File: src/rtl/mac_cmd_pkg.sv
package mac_cmd_pkg;
  localparam int NDIR    = 2;
  localparam int RST_POS = 8;
  localparam int SWI_POS = 7;

  // direction 0 = transmit, 1 = receive
  function automatic int en_pos(input int d);
    return 2 * d;
  endfunction

  function automatic int dis_pos(input int d);
    return 2 * d + 1;
  endfunction

  function automatic int abort_pos(input int d);
    return 4 + d;
  endfunction
endpackage

File: src/rtl/cmd_dir_engine.sv
module cmd_dir_engine (
  input  logic clk,
  input  logic rst_n,
  input  logic en_req,
  input  logic dis_req,
  input  logic abort_req,
  input  logic pkt_busy,
  input  logic flush_ack,
  output logic active,
  output logic flush_req,
  output logic flush_fin,
  output logic done
);
  logic stopping;
  logic start_ok;

  assign flush_fin = flush_req & flush_ack;
  assign start_ok  = en_req & ~dis_req & ~abort_req & ~active & ~flush_req;

  always_ff @(posedge clk) begin
    if (!rst_n) begin
      active    <= 1'b0;
      stopping  <= 1'b0;
      flush_req <= 1'b0;
      done      <= 1'b0;
    end else begin
      done <= flush_fin;
      if (abort_req) begin
        active    <= 1'b0;
        stopping  <= 1'b0;
        flush_req <= 1'b1;
      end else begin
        if (flush_fin) flush_req <= 1'b0;
        if (dis_req && active) begin
          if (!pkt_busy) begin
            active   <= 1'b0;
            stopping <= 1'b0;
          end else begin
            stopping <= 1'b1;
          end
        end else if (stopping && !pkt_busy) begin
          active   <= 1'b0;
          stopping <= 1'b0;
        end else if (start_ok) begin
          active <= 1'b1;
        end
      end
    end
  end

  p_abort_forces_idle_r5: assert property (@(posedge clk) disable iff (!rst_n)
    abort_req |=> (!active && flush_req));
  p_fin_gives_done_r6: assert property (@(posedge clk) disable iff (!rst_n)
    (flush_fin && !abort_req) |=> (done && !flush_req));
  p_done_one_shot_r6: assert property (@(posedge clk) disable iff (!rst_n)
    done |-> $past(flush_fin));
  p_hold_during_packet_r3: assert property (@(posedge clk) disable iff (!rst_n)
    (active && pkt_busy && !abort_req) |=> active);
  p_idle_while_flushing_r10: assert property (@(posedge clk) disable iff (!rst_n)
    flush_req |-> !active);
  p_start_when_idle_r2: assert property (@(posedge clk) disable iff (!rst_n)
    (en_req && !dis_req && !abort_req && !active && !flush_req) |=> active);
  p_disable_wins_r4: assert property (@(posedge clk) disable iff (!rst_n)
    (dis_req && !active) |=> !active);
endmodule

File: src/rtl/mac_cmd_ctrl.sv
module mac_cmd_ctrl #(
  parameter int REG_W = 32
) (
  input  logic             clk,
  input  logic             rst_n,
  input  logic             host_wr,
  input  logic [REG_W-1:0] host_wdata,
  output logic [REG_W-1:0] host_rdata,
  input  logic             tx_pkt_busy,
  input  logic             tx_flush_ack,
  output logic             tx_active,
  output logic             tx_flush_req,
  output logic             tx_rst_done,
  input  logic             rx_pkt_busy,
  input  logic             rx_flush_ack,
  output logic             rx_active,
  output logic             rx_flush_req,
  output logic             rx_rst_done,
  output logic             soft_clr,
  output logic             swi_evt
);
  import mac_cmd_pkg::*;

  localparam int HI_W = REG_W - RST_POS - 1;

  logic [NDIR-1:0] en_req, dis_req, ab_req, pkt_busy, f_ack;
  logic [NDIR-1:0] act, freq, ffin, dn, pend;
  logic            srst_busy, srst_start;
  logic            unused_wbits;

  assign unused_wbits = ^{host_wdata[REG_W-1:RST_POS+1], host_wdata[6]};

  assign srst_busy  = |pend;
  assign srst_start = host_wr & host_wdata[RST_POS] & ~srst_busy;

  assign pkt_busy = {rx_pkt_busy, tx_pkt_busy};
  assign f_ack    = {rx_flush_ack, tx_flush_ack};

  for (genvar d = 0; d < NDIR; d++) begin : g_dir
    assign en_req[d]  = host_wr & host_wdata[en_pos(d)];
    assign dis_req[d] = host_wr & host_wdata[dis_pos(d)];
    assign ab_req[d]  = (host_wr & host_wdata[abort_pos(d)]) | srst_start;

    cmd_dir_engine u_eng (
      .clk       (clk),
      .rst_n     (rst_n),
      .en_req    (en_req[d]),
      .dis_req   (dis_req[d]),
      .abort_req (ab_req[d]),
      .pkt_busy  (pkt_busy[d]),
      .flush_ack (f_ack[d]),
      .active    (act[d]),
      .flush_req (freq[d]),
      .flush_fin (ffin[d]),
      .done      (dn[d])
    );
  end

  always_ff @(posedge clk) begin
    if (!rst_n) begin
      pend     <= '0;
      soft_clr <= 1'b0;
      swi_evt  <= 1'b0;
    end else begin
      soft_clr <= srst_start;
      swi_evt  <= host_wr & host_wdata[SWI_POS];
      for (int d = 0; d < NDIR; d++) begin
        if (srst_start)   pend[d] <= 1'b1;
        else if (ffin[d]) pend[d] <= 1'b0;
      end
    end
  end

  function automatic logic [REG_W-1:0] pack_status(input logic busy,
                                                   input logic [NDIR-1:0] run);
    logic [REG_W-1:0] r;
    r = '0;
    r[RST_POS] = busy;
    for (int d = 0; d < NDIR; d++) r[en_pos(d)] = run[d];
    return r;
  endfunction

  assign host_rdata   = pack_status(srst_busy, act);
  assign tx_active    = act[0];
  assign rx_active    = act[1];
  assign tx_flush_req = freq[0];
  assign rx_flush_req = freq[1];
  assign tx_rst_done  = dn[0];
  assign rx_rst_done  = dn[1];

  p_upper_zero_r1: assert property (@(posedge clk) disable iff (!rst_n)
    (host_rdata[REG_W-1:RST_POS+1] == HI_W'(0)) && (host_rdata[7:3] == 5'd0)
    && !host_rdata[1]);
  p_rst_reads_busy_r7: assert property (@(posedge clk) disable iff (!rst_n)
    srst_start |=> (host_rdata[RST_POS] && tx_flush_req && rx_flush_req && soft_clr));
  p_clr_single_r7: assert property (@(posedge clk) disable iff (!rst_n)
    soft_clr |=> !soft_clr);
  p_rst_ignored_r8: assert property (@(posedge clk) disable iff (!rst_n)
    (srst_busy && host_wr && host_wdata[RST_POS]) |=> !soft_clr);
  p_swi_pulse_r9: assert property (@(posedge clk) disable iff (!rst_n)
    (host_wr && host_wdata[SWI_POS]) |=> swi_evt);
  p_swi_cause_r9: assert property (@(posedge clk) disable iff (!rst_n)
    swi_evt |-> $past(host_wr));
endmodule

File: config.mk
export PLATFORM = sky130hd
export DESIGN_NAME = mac_cmd_ctrl
export DESIGN_NICKNAME = d
export VERILOG_FILES = /design/src/rtl/mac_cmd_pkg.sv /design/src/rtl/cmd_dir_engine.sv /design/src/rtl/mac_cmd_ctrl.sv
export SDC_FILE = /design/constraint.sdc
export NUM_CORES = 1
export LEC_CHECK = 0
export BUFFER_PORTS_ARGS = -buffer_cell sky130_fd_sc_hd__buf_4
export CAP_MARGIN = 10
export CORE_MARGIN = 3
export CORE_UTILIZATION = 30
export CTS_BUF_LIST = sky130_fd_sc_hd__clkbuf_4 sky130_fd_sc_hd__clkbuf_8
export CTS_CLUSTER_DIAMETER = 100
export CTS_CLUSTER_SIZE = 40
export DETAILED_ROUTE_END_ITERATION = 16
export HOLD_SLACK_MARGIN = 0.02
export MAX_ROUTING_LAYER = met4
export PLACE_DENSITY = 0.73
export SYNTH_ARGS = -nofsm -noshare
export SYNTH_HDL_FRONTEND = slang
export SYNTH_SLANG_ARGS = --single-unit
File: constraint.sdc
create_clock -name clk -period 1.2 [get_ports clk]
set_clock_uncertainty 0.1 [all_clocks]
set_input_delay 0.12 -clock clk [delete_from_list [all_inputs] [get_ports clk]]
set_output_delay 0.12 -clock clk [all_outputs]
set_load 0.1 [all_outputs]
==> parameters.txt <==
Parameter                              Value

Clocking
  Clock Latency Late Sink ... about 0.28 ns
  Clock-pin slew reported for the worst setup and hold paths after clock tree synthesis ... approximately 0.080 ns
  Bufs on Longest Clock Path ... 2
  Number of clock sinks ... 12
  Total clock buffers created by CTS ... 3
  Root buffer selected by CTS ... clkbuf_4
  CTS tree ... yes
  H-tree depth reported by CTS ... 1

Global routing
  All-Layer GR Usage ... 8.54%
  Number of global-route vias before repair ... around 390
  Initial antenna violation count ... 0
  First-pass GRT wire length ... between 1500 and 2000 um
  Maximum number of pins on one net before global-route repair ... 13
  Overflow left after global routing ... 0

Timing
  Max Slew Vio Count ... 0
  Setup repair after global routing missed its margin ... yes
  FMAX ... 0.792 GHz
  Final cycle utilization of the critical path ... 105%
  Post-route setup slack ... -0.0633 ns
  Number of failing hold endpoints at the final stage ... 0
  Time the final worst path needs with I/O delays and setup ... around 1.3 ns
  Summed negative setup slack over all endpoints ... -0.0633 ns
  Endpoints failing setup ... 1

Critical path
  R2r worst-path depth ... 3
  Critical Path Start Type ... flop
  CP Launch Point ... pend[0]
  Required time worst endpoint ... between 0.9 and 1 ns
  Worst r2r dst ... g_dir[0].u_eng.stopping
  Register-to-register path setup slack ... around 0.040 ns
  Worst Path Max Fanout ... 3
  Class of the most critical setup path ... flop to primary output
  Worst Path Arrival ... 1.04 ns
  Start of the worst register-to-register path ... pend[1]
  Termination of the worst setup path ... host_rdata[8]
  Type of destination of the critical path ... primary output

Synth
  Syn_area_per_cell ... 9.45 um2
  Number of synthesized flops with an enable pin ... 0
  Area share of the largest cell type after synthesis ... 35.3%
  Dominant cell by count in the synthesized netlist ... buf_4
  Ys flop type ... dfxtp_1
  Cell area after synthesis ... 681 um2
  Number of different library cells in the post-synthesis netlist ... 20
  Post-synth ARST share ... 0%
  Post-synthesis cell type with the largest combined area ... dfxtp_1
  Instance count of the mapped netlist ... 72
  Synth top cells by count ... buf_4 (32), dfxtp_1 (12), and3_1 (4)
  Sequential element share of the synthesized area ... about a third
  Yosys warning total ... 0
  Synth top area cells ... dfxtp_1 (35%), buf_4 (35%), a31o_2 (3.9%)
  Register bit total from synthesis ... 12

Floorplan
  Die Area ... around 2900 um2
  I/O pin total ... between 70 and 80
  Starting density of the core ... around a third
  Placeable core region ... 2060 um2
  Die boundary height ... roughly 54 um
  Number of placement rows ... 16
  Die span in x ... 53.6 um

Power
  Power per cell area ... 1660 nW/um2
  Total leakage power ... ~0.45 nW
  Total power ... around 1.4 mW
  Peak ir drop on the vdd network ... between 600 and 700 uV

Routing
  Drt pass-1 iters ... 4
  Count of unresolved DRC violations after routing ... 0
  Detailed-route vias per instance ... about 4
  Average wire length per cell after detail routing ... slightly below 10 um
  Antenna-violating nets left ... 0
  Detailed Route WL ... approximately 1200 um
  Number of violations reported at the end of detailed-routing iteration 0 ... 7
  Routed via count ... approximately 510

Run
  # Max-Cap Violations ... 0

Finish
  Area of all sequential standard cells ... roughly 260 um2
  Number of antenna diodes ... 0
  Multi-input gate area in the final layout ... 304 um2
  Fraction of layout instances using a drive strength above 1 ... a little over two fifths
  Area delta synth->final ... 26.7%
  Layout fillers ... about 210
  Number of nets in the final layout ... 139

Place
  Setup slack after placement ... -0.00918 ns
  # port buffers ... 25
  Detailed-placement wirelength estimate ... 947 um
  Placer Congestion ... ~0.64

Status
  Violations in the final reports ... setup timing
  Run status ... finished, violations left

Hold path
  Worst min path class ... input port to flop
## metal layers
layer / part of all wire, % / track usage (%) / up-vias / wire length, um
met5: 0 / - / - / 0
met4: 2.7 / 7.66 / 0 / 33
met3: 16 / 1.94 / 4 / 198
met2: 47 / 15.3 / 40 / 582
met1: 34 / 7.33 / 220 / 418
li1: - / - / 242 / -
## worst max-delay path: stages, from the launching register on
cell and delay, ns:
dfxtp_2 0.34, or2_4 0.26, buf_12 0.17
## worst min-delay path by stage
stage | from | to | slack [ns] | cells past startpoint
after floorplan | host_wr | swi_evt | 0.17 | 1
after global placement | host_wdata[7] | swi_evt | 0.26 | 2
after detailed placement | host_wdata[7] | swi_evt | 0.27 | 2
after CTS | rx_pkt_busy | g_dir[1].u_eng.stopping | 0.02 | 2
after global routing | rx_pkt_busy | g_dir[1].u_eng.stopping | 0.02 | 2
final | rx_pkt_busy | g_dir[1].u_eng.stopping | 0.03 | 2
## registers in the layout (all words and copies together) (netlist names)
name,count
g_dir.u_eng.flush_req,2
soft_clr,1
g_dir.u_eng.stopping,2
pend,2
g_dir.u_eng.done,2
swi_evt,1
g_dir.u_eng.active,2
## cells by family after synthesis
| group | synth area share [%] |
|---|---|
| buf+inv | 35.8 |
| flops | 35.3 |
| simple gates | 16.0 |
| compound gates | 12.3 |
| other cells | 0.551 |
## power by group
group | internal, mW | switching [mW]
Combinational | 0.102 | 0.579
Sequential | 0.414 | 0.0154
Clock | 0.185 | 0.135
## layout by cell type, fill, tap and decap left out
| cell type | count |
|---|---|
| conb_1 | 29 |
| buf_4 | 24 |
| dfxtp_1 | 6 |
| and3_1 | 4 |
| dfxtp_4 | 4 |
| a31o_2 | 3 |
| clkbuf_4 | 3 |
| dlygate4sd3_1 | 3 |
| a31oi_1 | 2 |
| o21ai_1 | 2 |
| nand2b_1 | 2 |
| a21boi_0 | 2 |
| nand2_1 | 2 |
| dfxtp_2 | 2 |
| or2_4 | 1 |
| nor3b_2 | 1 |
| and4b_1 | 1 |
| and4bb_1 | 1 |
| o22a_1 | 1 |
| and4b_2 | 1 |
| nor2_1 | 1 |
| o2111a_1 | 1 |
| and3_2 | 1 |
| clkbuf_8 | 1 |
| buf_12 | 1 |
## what timing repair did
| item | 4_1_cts | 5_1_grt |
|---|---|---|
| setup buffers | 0 | 0 |
| hold buffers | 3 | 0 |
| gates resized for setup | 7 | 1 |
| endpoints found under the setup margin | 2 | 3 |
| hold endpoints to repair | 4 | 0 |
| pin swaps | 1 | 0 |
## stage by stage
step | cells | hold slack [ns] | util, % | instance area [um2]
after floorplan | 100 | 0.166 | - | 801
after global placement | 119 | 0.264 | 37.7 | 778
after detailed placement | 119 | 0.272 | 37.7 | 778
after CTS | 126 | 0.0247 | 41.8 | 862
after global routing | 126 | 0.0228 | 41.8 | 862
final | 126 | 0.0314 | 41.8 | 862
## area by class of cell
type	instances	share of cell area, %
clock buffers	4	4.21
multi-input cells	55	35.3
flip-flops and latches	12	29.9
well taps	27	3.92
repair buffers	28	26.7
No activity file was read; power rests on OpenSTA's default activity.
